File: src/rtl/irqc_pkg.sv
package irqc_pkg;

    localparam int BYTE_W = 8;
    localparam int LINE_W = 3;

    typedef enum logic [1:0] {
        SEQ_IDLE = 2'd0,
        SEQ_BASE = 2'd1,
        SEQ_CASC = 2'd2,
        SEQ_MODE = 2'd3
    } seq_st_e;

    typedef enum logic [1:0] {
        WK_START,
        WK_MODE,
        WK_OPER
    } wkind_e;

    // Operational opcode, bits 7:5 of an operational command word
    typedef enum logic [2:0] {
        OP_RAEOI_CLR = 3'd0,
        OP_NS_EOI    = 3'd1,
        OP_NOP       = 3'd2,
        OP_SP_EOI    = 3'd3,
        OP_RAEOI_SET = 3'd4,
        OP_RNS_EOI   = 3'd5,
        OP_SET_PRIO  = 3'd6,
        OP_RSP_EOI   = 3'd7
    } opcode_e;

    typedef struct packed {
        logic              req;
        logic              specific;
        logic              rotate;
        logic [LINE_W-1:0] line;
    } eoi_cmd_t;

    function automatic wkind_e classify(input logic [BYTE_W-1:0] d);
        if (d[4])      return WK_START;
        else if (d[3]) return WK_MODE;
        else           return WK_OPER;
    endfunction

    function automatic seq_st_e after_base(input logic single, input logic need_mode);
        if (!single)        return SEQ_CASC;
        else if (need_mode) return SEQ_MODE;
        else                return SEQ_IDLE;
    endfunction

endpackage

File: src/rtl/irqc_init_seq.sv
module irqc_init_seq
    import irqc_pkg::*;
(
    input  logic              clk,
    input  logic              rst,
    input  logic              wr_cmd,
    input  logic              wr_data,
    input  logic [BYTE_W-1:0] wdata,
    output logic              init_start,
    output logic              init_clr,
    output logic [BYTE_W-1:0] vec_base,
    output logic [BYTE_W-1:0] imr,
    output logic              single_mode,
    output logic              fully_nested,
    output logic              auto_eoi
);

    seq_st_e st;
    logic    need_mode;

    assign init_start = wr_cmd && (classify(wdata) == WK_START);

    always_ff @(posedge clk) begin
        if (rst) begin
            st           <= SEQ_IDLE;
            need_mode    <= 1'b0;
            init_clr     <= 1'b0;
            vec_base     <= '0;
            imr          <= '0;
            single_mode  <= 1'b0;
            fully_nested <= 1'b0;
            auto_eoi     <= 1'b0;
        end else begin
            init_clr <= init_start;
            if (init_start) begin
                // bit 3 (level request) deliberately not stored
                st           <= SEQ_BASE;
                need_mode    <= wdata[0];
                single_mode  <= wdata[1];
                vec_base     <= '0;
                imr          <= '0;
                fully_nested <= 1'b0;
                auto_eoi     <= 1'b0;
            end else if (wr_data) begin
                unique case (st)
                    SEQ_IDLE: imr <= wdata;
                    SEQ_BASE: begin
                        vec_base <= {wdata[BYTE_W-1:LINE_W], {LINE_W{1'b0}}};
                        st       <= after_base(single_mode, need_mode);
                    end
                    SEQ_CASC: st <= need_mode ? SEQ_MODE : SEQ_IDLE;
                    SEQ_MODE: begin
                        fully_nested <= wdata[4];
                        auto_eoi     <= wdata[1];
                        st           <= SEQ_IDLE;
                    end
                    default: st <= SEQ_IDLE;
                endcase
            end
        end
    end

endmodule

File: src/rtl/irqc_ocw_dec.sv
module irqc_ocw_dec
    import irqc_pkg::*;
(
    input  logic              clk,
    input  logic              rst,
    input  logic              wr_cmd,
    input  logic              init_start,
    input  logic              poll_take,
    input  logic [BYTE_W-1:0] wdata,
    output logic              poll_armed,
    output logic              read_isr,
    output logic              special_mask,
    output logic              rot_aeoi,
    output eoi_cmd_t          eoi,
    output logic              prio_set,
    output logic [LINE_W-1:0] prio_line
);

    logic    mode_wr;
    logic    oper_wr;
    opcode_e op;

    assign mode_wr = wr_cmd && (classify(wdata) == WK_MODE);
    assign oper_wr = wr_cmd && (classify(wdata) == WK_OPER);
    assign op      = opcode_e'(wdata[7:5]);

    always_ff @(posedge clk) begin
        if (rst) begin
            poll_armed   <= 1'b0;
            read_isr     <= 1'b0;
            special_mask <= 1'b0;
            rot_aeoi     <= 1'b0;
            eoi          <= '0;
            prio_set     <= 1'b0;
            prio_line    <= '0;
        end else begin
            eoi.req  <= 1'b0;
            prio_set <= 1'b0;
            if (init_start) begin
                poll_armed   <= 1'b0;
                read_isr     <= 1'b0;
                special_mask <= 1'b0;
                rot_aeoi     <= 1'b0;
            end else begin
                if (mode_wr && wdata[2])
                    poll_armed <= 1'b1;
                else if (poll_take)
                    poll_armed <= 1'b0;
                if (mode_wr && wdata[1])
                    read_isr <= wdata[0];
                if (mode_wr && wdata[6])
                    special_mask <= wdata[5];
                if (oper_wr) begin
                    unique case (op)
                        OP_RAEOI_CLR: rot_aeoi <= 1'b0;
                        OP_RAEOI_SET: rot_aeoi <= 1'b1;
                        OP_NS_EOI:    eoi <= '{req: 1'b1, specific: 1'b0, rotate: 1'b0, line: wdata[2:0]};
                        OP_RNS_EOI:   eoi <= '{req: 1'b1, specific: 1'b0, rotate: 1'b1, line: wdata[2:0]};
                        OP_SP_EOI:    eoi <= '{req: 1'b1, specific: 1'b1, rotate: 1'b0, line: wdata[2:0]};
                        OP_RSP_EOI:   eoi <= '{req: 1'b1, specific: 1'b1, rotate: 1'b1, line: wdata[2:0]};
                        OP_SET_PRIO: begin
                            prio_set  <= 1'b1;
                            prio_line <= wdata[2:0];
                        end
                        OP_NOP: ;
                        default: ;
                    endcase
                end
            end
        end
    end

endmodule

File: src/rtl/irqc_rd_port.sv
module irqc_rd_port
    import irqc_pkg::*;
(
    input  logic              rd_en,
    input  logic              addr,
    input  logic              inta,
    input  logic              poll_armed,
    input  logic              read_isr,
    input  logic [BYTE_W-1:0] irr_in,
    input  logic [BYTE_W-1:0] isr_in,
    input  logic [BYTE_W-1:0] imr,
    input  logic [BYTE_W-1:0] vec_base,
    input  logic              win_valid,
    input  logic [LINE_W-1:0] win_line,
    output logic [BYTE_W-1:0] rdata,
    output logic              poll_take,
    output logic              ack_pulse,
    output logic [LINE_W-1:0] ack_line,
    output logic [BYTE_W-1:0] vec_out
);

    localparam logic [LINE_W-1:0] SPURIOUS = '1;

    logic [BYTE_W-1:0] poll_word;
    logic [LINE_W-1:0] vec_line;

    assign poll_take = rd_en && poll_armed;
    assign poll_word = win_valid ? {1'b1, {(BYTE_W-LINE_W-1){1'b0}}, win_line} : '0;

    always_comb begin
        if (poll_armed)
            rdata = poll_word;
        else if (addr)
            rdata = imr;
        else if (read_isr)
            rdata = isr_in;
        else
            rdata = irr_in;
    end

    assign ack_pulse = win_valid && (inta || poll_take);
    assign ack_line  = win_line;
    assign vec_line  = win_valid ? win_line : SPURIOUS;
    assign vec_out   = vec_base | {{(BYTE_W-LINE_W){1'b0}}, vec_line};

endmodule

File: src/rtl/irqc_cmd_if.sv
module irqc_cmd_if
    import irqc_pkg::*;
(
    input  logic              clk,
    input  logic              rst,
    input  logic              wr_en,
    input  logic              rd_en,
    input  logic              addr,
    input  logic [BYTE_W-1:0] wdata,
    output logic [BYTE_W-1:0] rdata,
    input  logic [BYTE_W-1:0] irr_in,
    input  logic [BYTE_W-1:0] isr_in,
    input  logic              win_valid,
    input  logic [LINE_W-1:0] win_line,
    input  logic              inta,
    output logic              ack_pulse,
    output logic [LINE_W-1:0] ack_line,
    output logic [BYTE_W-1:0] vec_out,
    output logic [BYTE_W-1:0] vec_base,
    output logic [BYTE_W-1:0] imr,
    output logic              single_mode,
    output logic              fully_nested,
    output logic              auto_eoi,
    output logic              rot_aeoi,
    output logic              special_mask,
    output logic              init_clr,
    output logic              eoi_req,
    output logic              eoi_specific,
    output logic              eoi_rotate,
    output logic [LINE_W-1:0] eoi_line,
    output logic              prio_set,
    output logic [LINE_W-1:0] prio_line
);

    logic     wr_cmd;
    logic     wr_data;
    logic     init_start;
    logic     poll_armed;
    logic     poll_take;
    logic     read_isr;
    eoi_cmd_t eoi;

    assign wr_cmd  = wr_en && !addr;
    assign wr_data = wr_en && addr;

    irqc_init_seq u_seq (
        .clk          (clk),
        .rst          (rst),
        .wr_cmd       (wr_cmd),
        .wr_data      (wr_data),
        .wdata        (wdata),
        .init_start   (init_start),
        .init_clr     (init_clr),
        .vec_base     (vec_base),
        .imr          (imr),
        .single_mode  (single_mode),
        .fully_nested (fully_nested),
        .auto_eoi     (auto_eoi)
    );

    irqc_ocw_dec u_dec (
        .clk          (clk),
        .rst          (rst),
        .wr_cmd       (wr_cmd),
        .init_start   (init_start),
        .poll_take    (poll_take),
        .wdata        (wdata),
        .poll_armed   (poll_armed),
        .read_isr     (read_isr),
        .special_mask (special_mask),
        .rot_aeoi     (rot_aeoi),
        .eoi          (eoi),
        .prio_set     (prio_set),
        .prio_line    (prio_line)
    );

    irqc_rd_port u_rd (
        .rd_en      (rd_en),
        .addr       (addr),
        .inta       (inta),
        .poll_armed (poll_armed),
        .read_isr   (read_isr),
        .irr_in     (irr_in),
        .isr_in     (isr_in),
        .imr        (imr),
        .vec_base   (vec_base),
        .win_valid  (win_valid),
        .win_line   (win_line),
        .rdata      (rdata),
        .poll_take  (poll_take),
        .ack_pulse  (ack_pulse),
        .ack_line   (ack_line),
        .vec_out    (vec_out)
    );

    assign eoi_req      = eoi.req;
    assign eoi_specific = eoi.specific;
    assign eoi_rotate   = eoi.rotate;
    assign eoi_line     = eoi.line;

endmodule

File: config.mk
export PLATFORM = sky130hd
export DESIGN_NAME = irqc_cmd_if
export DESIGN_NICKNAME = d
export VERILOG_FILES = /design/src/rtl/irqc_pkg.sv /design/src/rtl/irqc_init_seq.sv /design/src/rtl/irqc_ocw_dec.sv /design/src/rtl/irqc_rd_port.sv /design/src/rtl/irqc_cmd_if.sv
export SDC_FILE = /design/constraint.sdc
export NUM_CORES = 1
export LEC_CHECK = 0
export BUFFER_PORTS_ARGS = -buffer_cell sky130_fd_sc_hd__buf_2
export CAP_MARGIN = 40
export CORE_ASPECT_RATIO = 1.2
export CORE_UTILIZATION = 40
export CTS_CLUSTER_SIZE = 12
export DETAILED_ROUTE_END_ITERATION = 7
export MAX_ROUTING_LAYER = met4
export PLACE_DENSITY = 0.73
export SLEW_MARGIN = 20
export SYNTH_ARGS = -nofsm -noshare
export SYNTH_HDL_FRONTEND = slang
export SYNTH_SLANG_ARGS = --single-unit
File: constraint.sdc
create_clock -name clk -period 1.76 [get_ports clk]
set_input_delay 0.088 -clock clk [delete_from_list [all_inputs] [get_ports clk]]
set_output_delay 0.088 -clock clk [all_outputs]
set_load 0.01 [all_outputs]
# After elaboration in Yosys (flattened, before gate mapping)
# Index checks and enable logic that the tools add are counted.
# Widths: inputs -> output; s select.
dict set report classes {
  muxes 17
  eq_ne 11
  n_bitwise 3
  reduce_logical 31
}
# cell count
set ops {}
lappend ops {{$mux 8} 4}
lappend ops {{$pmux 6 s4} 1}
lappend ops {{$eq 3x3->1 const B} 4}
lappend ops {{$reduce_and 2->1} 6}
lappend ops {{$logic_and 1x1->1} 10}
lappend ops {{$mux 2} 4}
lappend ops {{$or 8x3->8} 1}
lappend ops {{$reduce_bool 4->1} 2}
lappend ops {{$eq 2x2->1 const B} 3}
lappend ops {{$pmux 2 s3} 1}
lappend ops {{$reduce_and 3->1} 2}
lappend ops {{$reduce_bool 2->1} 3}
lappend ops {{$mux 1} 5}
lappend ops {{$eq 2x1->1 const B} 2}
lappend ops {{$logic_not 2->1} 2}
lappend ops {{$eq 3x1->1 const B} 1}
lappend ops {{$eq 3x2->1 const B} 1}
lappend ops {{$logic_not 3->1} 1}
lappend ops {{$mux 3} 1}
lappend ops {{$reduce_bool 3->1} 1}
lappend ops {{$reduce_or 3->1} 1}
lappend ops {{$not 1->1} 2}
lappend ops {{$pmux 1 s2} 1}
lappend ops {{$reduce_or 2->1} 1}
lappend ops {{other kinds (2)} 2}
dict set report word_totals {
  out_inout_bits 52
  regBits 34
  word_cells 81
  input_bits 34
}

# Logic depth before layout (Yosys ltp)
# Gate-level depths: netlist of run 1.
dict set report logic_depth {
  word_depth 6
  mapped_depth 5
  mapped_depth_nobuf 5
}

# Cells and area by module
# Synthesis of run 1 repeated with hierarchy kept, for this count alone.
dict set report hier_totals {
  hier_cells 220
  hier_area_um2 1938.1
}
# module area_per_inst_um2 seq_area_each_um2 cells_per_inst n_inst
set by_module_without_submodules {}
lappend by_module_without_submodules {irqc_init_seq 949.7 400.4 107 1}
lappend by_module_without_submodules {irqc_ocw_dec 608.1 280.3 60 1}
lappend by_module_without_submodules {irqc_rd_port 364.1 0.0 51 1}
lappend by_module_without_submodules {irqc_cmd_if 16.3 0.0 2 1}

# Worst setup path after synthesis of run 1
# OpenSTA, ideal clock, no wires.
dict set report synth_timing {
  path_type {reg2reg}
  from {register u_seq.st[0]}
  to {register u_seq.st[0]}
  path_slack_ns 0.515
  arrival_time_ns 1.175
  path_stages_with_launch 6
  synth_period_minus_slack_ns 1.245
  path_buffers 0
  required_ns 1.690
  setup_time_ns 0.070
  path_cell_list {dfxtp_1 > inv_1 > ha_1 > o211a_1 > a21o_1 > a21oi_1}
}
dict set report synth_via {
  elab_chain_len 4
  elab_cells_between_ends 8
}
# item line
set synth_lines {}
lappend synth_lines {{start: declaration} irqc_init_seq.sv:18} ;# seq_st_e st;
lappend synth_lines {{start signal: assignment} irqc_init_seq.sv:49} ;# st <= after_base(single_mode, need_mode);
lappend synth_lines {{start signal: assignment} irqc_init_seq.sv:51} ;# SEQ_CASC: st <= need_mode ? SEQ_MODE : SEQ_IDLE;
lappend synth_lines {{$eq 2x2->1 or $eq 2x1->1 (tied branches)} -}
lappend synth_lines {{$pmux 2 s3} irqc_init_seq.sv:45} ;# unique case (st)
lappend synth_lines {{$mux 1} irqc_init_seq.sv:44} ;# end else if (wr_data) begin
lappend synth_lines {{$mux 1} irqc_init_seq.sv:35} ;# if (init_start) begin
# Several ways; a longest one is shown, not always the timed one. The select of a mux whose other input is x is not followed.
# A chain may end at the register's enable or synchronous reset.

# Worst setup path after layout of run 1
dict set report layout_timing {
  from {register u_dec.read_isr}
  to {output port rdata[1]}
}
dict set report layout_via {
  elab_chain_len 3
}
# item line
set layout_lines {}
lappend layout_lines {{start: declaration} irqc_ocw_dec.sv:11} ;# output logic read_isr,
lappend layout_lines {{start signal: assignment} irqc_ocw_dec.sv:50} ;# read_isr <= wdata[0];
lappend layout_lines {{$mux 8} irqc_rd_port.sv:35} ;# else if (read_isr)
lappend layout_lines {{$mux 8} irqc_rd_port.sv:33} ;# else if (addr)
lappend layout_lines {{$mux 8} irqc_rd_port.sv:31} ;# if (poll_armed)
lappend layout_lines {{end: declaration} irqc_cmd_if.sv:10} ;# output logic [BYTE_W-1:0] rdata,
# No other way between the ends.

==> results of run 1 <==
-- state kept, by name (all words and copies together) (netlist names), 2 cells and up --
| register | flops |
|---|---|
| u_dec.eoi | 6 |
| u_dec.prio_line | 3 |
| u_seq.imr | 8 |
| u_seq.st | 2 |
| u_seq.vec_base | 5 |
-- kinds of logic after synthesis --
logic type | synth area share
compound gates | 0.0822
fa+ha+maj | 0.0345
buf+inv | 0.0870
flops | 0.376
mux | 0.193
other cells | 0.00207
simple gates | 0.225
-- through the flow --
step / hold slack (ns) / power [mW] / setup slack (ns) / cell area [sq um]
finish: 0.0937 / 1.94 / 0.191 / 2320
global route: 0.102 / 2.02 / 0.0866 / 2320
CTS: 0.0787 / 1.96 / 0.0616 / 2320
global placement: 0.383 / 1.06 / 0.436 / 2180
floorplan: 0.227 / 0.967 / 0.515 / 1820
detailed placement: 0.385 / 1.06 / 0.396 / 2180
-- cells in the final DEF, fill, tap and decap left out, drive strengths merged --
master / instances
and3b: 1
mux2: 8
conb: 3
o22ai: 1
nand3b: 1
clkbuf: 6
ha: 5
clkinv: 1
a211oi: 1
o211ai: 1
nand3: 9
nor3: 1
a21bo: 1
nand2: 10
and4bb: 1
bufinv: 2
nand4b: 3
nor4b: 1
nand4bb: 1
a21o: 1
nor2: 23
nand2b: 15
o211a: 1
nor2b: 3
o21ai: 8
inv: 5
and2: 1
and4b: 1
a21oi: 12
mux2i: 26
buf: 84
dfxtp: 34
-- where the power goes --
group          leakage (nW)  switching [mW]  internal, mW
sequential            0.276          0.0129         0.786
clock                0.0714           0.289         0.604
combinational         0.858           0.132         0.112
-- worst paths after layout --
path         slack (ns)                from                  to
min reg2reg        0.47  u_dec.prio_line[1]  u_dec.prio_line[1]
max reg2reg        0.39         u_seq.st[1]         u_seq.st[0]
max                0.19      u_dec.read_isr            rdata[1]
min                0.09            wdata[2]    u_dec.poll_armed
-- worst max-delay path: cells and delay by family, from the launching register on --
family / cells / cell delay, ns
compound gates: 1 / 0.08
flops: 1 / 0.45
mux: 2 / 0.50
buf+inv: 1 / 0.15
-- layer usage --
metal	wire length [microns]	vias up	track usage
li1	-	801	-
met1	1740	702	0.194
met2	1980	68	0.316
met3	352	5	0.0659
met4	40	0	0.0606
met5	0	-	-
-- repair_timing --
item | 4_1_cts | 5_1_grt
gates resized for setup | 0 | 1
hold endpoints to repair | 0 | 0
hold buffers | 0 | 0
endpoints found under the setup margin | 0 | 4
-- layout make-up --
class | count | area share
clock buffer | 6 | 0.0355
inverter | 6 | 0.00969
tap | 56 | 0.0302
sequential | 34 | 0.293
clock inverter | 2 | 0.0258
timing repair buffer | 84 | 0.183
multi-input combinational | 139 | 0.422
==> results.py, run 1 <==
metrics = {
    "status": {
        "outcome": "complete, no violations",
    },
    "place": {
        "place_congestion": 0.752,
        "dp.cells": 319,
        "port_buffers": 82,
        "dp_hpwl_microns": 3070,
    },
    "floorplan": {
        "die-width_microns": 63.4,
        "coreArea_sq_um": 4290,
        "boundaryPins": 86,
        "fp-row-count": 26,
        "die_area_sq_um": 4800,
        "start_util": 0.422,
        "dieHeight_microns": 75.7,
    },
    "clock_network": {
        "clk_pin_slew_worst_paths_ns": 0.07,
        "numCtsBuffers": 5,
        "clock-root-buffer": "clkbuf_8",
        "cts_setup_buffers": 0,
        "clock_sinks": 34,
        "h-tree-depth": 2,
        "clockBufferDepth": 2,
        "clkLatencyLatePin_ns": 0.29,
        "cts_tree": "done",
    },
    "global_route": {
        "grt_pass1_wl_microns": 6500,
        "grt_max_degree": 21,
        "first_global_vias": 1368,
        "antenna_found_initial": 0,
        "track_usage": 0.182,
        "globalRouteOverflowTotal": 0,
    },
    "drt": {
        "ant_nets": 0,
        "wl_microns": 4110,
        "routed_via_density": 4.82,
        "routedWlPerCell_microns": 12.6,
        "firstDrtPassIters": 4,
        "detailroute.via_count": 1576,
        "drcViolationCount": 0,
        "drt_iter0_drc": 51,
    },
    "power_and_ir_drop": {
        "peakVddDrop_mv": 0.441,
        "p_leak_nw": 1.21,
        "powerDensity_nw_per_um2": 833,
    },
    "layout": {
        "antenna_cells": 0,
        "finalNonFillerCells": 327,
        "finalCoreUtilization": 0.541,
        "drive_above_1_share": 0.399,
        "area.sequential_sq_um": 682,
        "area_delta_synth_final_pct": 28.2,
        "fin_nets": 309,
        "nFillCells": 419,
        "multi_input_area_sq_um": 981,
    },
    "synth": {
        "postSynth.asyncResetShare": 0,
        "synth_edf_count": 0,
        "yosys.area.top_type": "dfxtp_1",
        "ys_seq_area_frac": 0.376,
        "yosysMostFrequentCell": "dfxtp_1",
        "yosys-top-cells-area": "dfxtp_1 (38%), mux2i_1 (14%), nand2b_1 (5.2%), buf_4 (5.0%), mux2_2 (5.0%)",
        "syn-instance-count": 198,
        "yosys-top-cells-count": "dfxtp_1 (34), mux2i_1 (26), nor2_1 (23)",
        "synth_top_area_share": 0.376,
        "ys_seq_elements": 34,
        "avgSynthCellArea_sq_um": 9.15,
        "syn_area_sq_um": 1810,
        "yosysUniqueCellTypes": 34,
        "ys.flop_type": "dfxtp_1",
        "yosysWarnings": 0,
    },
    "setup_path": {
        "cp_cell_sequence": "mux2_2 -> mux2i_1 -> o21ai_0 -> buf_2",
        "crit_fanout": 9,
        "start_kind": "flip-flop",
        "path_class": "reg2out",
        "endpoint_kind": "output pin",
        "crit_slowest_cell": "dfxtp_2",
        "slowest_delay_ns": 0.45,
        "crit_arrival_ns": 1.48,
        "crit_required_ns": 1.67,
        "reg2regPathDepth": 5,
    },
    "run": {
        "drv_cap": 0,
    },
    "sta": {
        "rsz0062_at_grt": "no",
        "hold_viol": 0,
        "setup_violations": 0,
        "tns_ns": 0,
        "fin_crit_ns": 1.57,
        "skew_ns": 0.00660,
        "drv_slew": 0,
        "timing.fmax_mhz": 637,
        "fin_crit_sh": 0.892,
    },
    "min_path": {
        "hold_depth": 3,
        "hp-class": "in2reg",
    },
}
No activity file was read; power rests on OpenSTA's default activity.
==> run 2, diff against run 1 <==
--- a/config.mk
+++ b/config.mk
@@ -8,11 +8,11 @@
 export BUFFER_PORTS_ARGS = -buffer_cell sky130_fd_sc_hd__buf_2
 export CAP_MARGIN = 40
 export CORE_ASPECT_RATIO = 1.2
-export CORE_UTILIZATION = 40
+export CORE_UTILIZATION = 42
 export CTS_CLUSTER_SIZE = 12
 export DETAILED_ROUTE_END_ITERATION = 7
 export MAX_ROUTING_LAYER = met4
-export PLACE_DENSITY = 0.73
+export PLACE_DENSITY = 0.76
 export SLEW_MARGIN = 20
 export SYNTH_ARGS = -nofsm -noshare
 export SYNTH_HDL_FRONTEND = slang
==> run 2 against run 1 <==
  * Maximum frequency rose by 2.6%
  * Sequential share of layout area rose by 0.71 points
  * First-iteration DRC count fell by 53%
  * Sequential power is essentially flat
  * Via count increased by 0.25%
  * Die area is 4.6% lower
  * Combinational power about the same
  * Global-route usage down 0.17 points
  * Clock power shrank 39%
  * Non-clock buffer count is 1 higher
  * Cell area shrank 2.4%
==> results.py, run 2 (synthesis results as in run 1) <==
metrics = {
    "setup_path": {
        "slowest_delay_ns": 0.44,
        "reg2regPathDepth": 5,
        "endpoint_kind": "output pin",
        "path_class": "reg2out",
        "crit_required_ns": 1.67,
        "reg2reg_to": "u_seq.st[0]",
        "crit_slowest_cell": "dfxtp_2",
        "cp_cell_sequence": "mux2_2 -> mux2i_1 -> o21ai_0 -> buf_2",
        "crit_arrival_ns": 1.44,
        "start_kind": "flip-flop",
        "ff2ff_setup_slack_ns": 0.41,
        "crit_fanout": 9,
        "r2r_start": "u_seq.st[1]",
    },
    "layout": {
        "layout_commonest_cell": "buf_2",
        "top_regs": "u_seq.imr: 8 flops, u_dec.eoi: 6 flops, u_seq.vec_base: 5 flops",
        "largest_reg_flops": 8,
        "area_delta_synth_final_pct": 25.2,
        "antenna_cells": 0,
        "mostFrequentLayoutCells": "buf_2 (82), dfxtp_1 (33), mux2i_1 (26)",
        "finalCoreUtilization": 0.562,
        "fin_nets": 310,
        "drive_above_1_share": 0.396,
        "top_register": "u_seq.imr",
        "nFillCells": 371,
    },
    "clock_network": {
        "holdBufCountCts": 0,
        "clk_pin_slew_worst_paths_ns": 0.06,
        "cts_setup_buffers": 0,
        "clock_sinks": 34,
        "clock-root-buffer": "clkbuf_8",
        "cts_tree": "done",
        "h-tree-depth": 2,
        "numCtsBuffers": 5,
        "cts_resized": 0,
        "clkLatencyLatePin_ns": 0.28,
        "clockBufferDepth": 2,
    },
    "floorplan": {
        "coreArea_sq_um": 4040,
        "die_area_sq_um": 4580,
        "boundaryPins": 86,
        "fp-row-count": 25,
        "die-width_microns": 62.0,
        "dieHeight_microns": 73.9,
        "start_util": 0.449,
    },
    "sta": {
        "setup_violations": 0,
        "fin_crit_sh": 0.869,
        "tns_ns": 0,
        "holdWs_ns": 0.0974,
        "skew_ns": 0.00141,
        "timing.fmax_mhz": 654,
        "fin_crit_ns": 1.53,
        "rsz0062_at_grt": "no",
        "hold_viol": 0,
        "drv_slew": 0,
    },
    "drt": {
        "drcViolationCount": 0,
        "wl_microns": 3920,
        "ant_nets": 0,
        "firstDrtPassIters": 4,
        "detailroute.via_count": 1580,
        "routedWlPerCell_microns": 12.1,
        "drt_iter0_drc": 24,
        "routed_via_density": 4.88,
    },
    "power_and_ir_drop": {
        "p_leak_nw": 1.18,
        "powerDensity_nw_per_um2": 700,
        "peakVddDrop_mv": 0.429,
    },
    "global_route": {
        "grt_max_degree": 21,
        "track_usage": 0.180,
        "first_global_vias": 1316,
        "globalRouteOverflowTotal": 0,
        "grt_pass1_wl_microns": 5850,
        "antenna_found_initial": 0,
    },
    "status": {
        "outcome": "complete, no violations",
    },
    "min_path": {
        "hp-class": "in2reg",
        "hold_start": "wdata[2]",
        "hold_depth": 3,
        "holdPathEnd": "u_dec.poll_armed",
    },
    "run": {
        "drv_cap": 0,
    },
    "place": {
        "place_congestion": 0.799,
        "dp_hpwl_microns": 3050,
        "port_buffers": 82,
    },
}
-- run 2: how the worst max path moves through the flow --
stage              startpoint          end  slack (ns)  cells past startpoint
6_report       u_dec.read_isr     rdata[0]        0.23                      4
5_1_grt        u_dec.read_isr     rdata[0]        0.12                      4
4_1_cts        u_dec.read_isr     rdata[0]        0.08                      4
3_5_place_dp   u_dec.read_isr     rdata[0]        0.38                      4
3_3_place_gp      u_seq.st[1]  u_seq.st[0]        0.42                      5
2_1_floorplan     u_seq.st[0]  u_seq.st[0]        0.52                      5
-- run 2: critical path, delay by kind of cell, from the launching register on --
family | cells | cell delay [ns]
mux | 2 | 0.50
compound gates | 1 | 0.08
buf+inv | 1 | 0.14
flops | 1 | 0.44
-- run 2: metrics by stage --
| stage | setup slack [ns] | total power [mW] | instances | instance area (sq um) |
|---|---|---|---|---|
| floorplan | 0.515 | 0.967 | 200 | 1820 |
| global placement | 0.424 | 1.06 | 318 | 2180 |
| detailed placement | 0.385 | 1.06 | 318 | 2180 |
| CTS | 0.0779 | 1.61 | 324 | 2270 |
| global route | 0.117 | 1.68 | 324 | 2270 |
| finish | 0.231 | 1.59 | 324 | 2270 |
-- run 2: area by class of cell --
type	count	area (sq um)	area share
multi-input combinational	139	981	0.432
tap	54	67.6	0.0298
sequential	34	682	0.301
inverter	6	22.5	0.00993
timing repair buffer	85	433	0.191
clock buffer	6	82.6	0.0364
-- run 2: power by group --
part,switching [mW],total [mW],internal [mW]
combinational,0.130,0.242,0.112
clock,0.246,0.547,0.301
sequential,0.0122,0.799,0.787
total,0.388,1.59,1.20
-- run 2: layer usage --
metal,vias up,global-route usage,share of wire
li1,806,-,-
met1,706,0.204,0.44
met2,62,0.293,0.47
met3,6,0.0591,0.069
met4,0,0.0642,0.019
met5,-,-,0
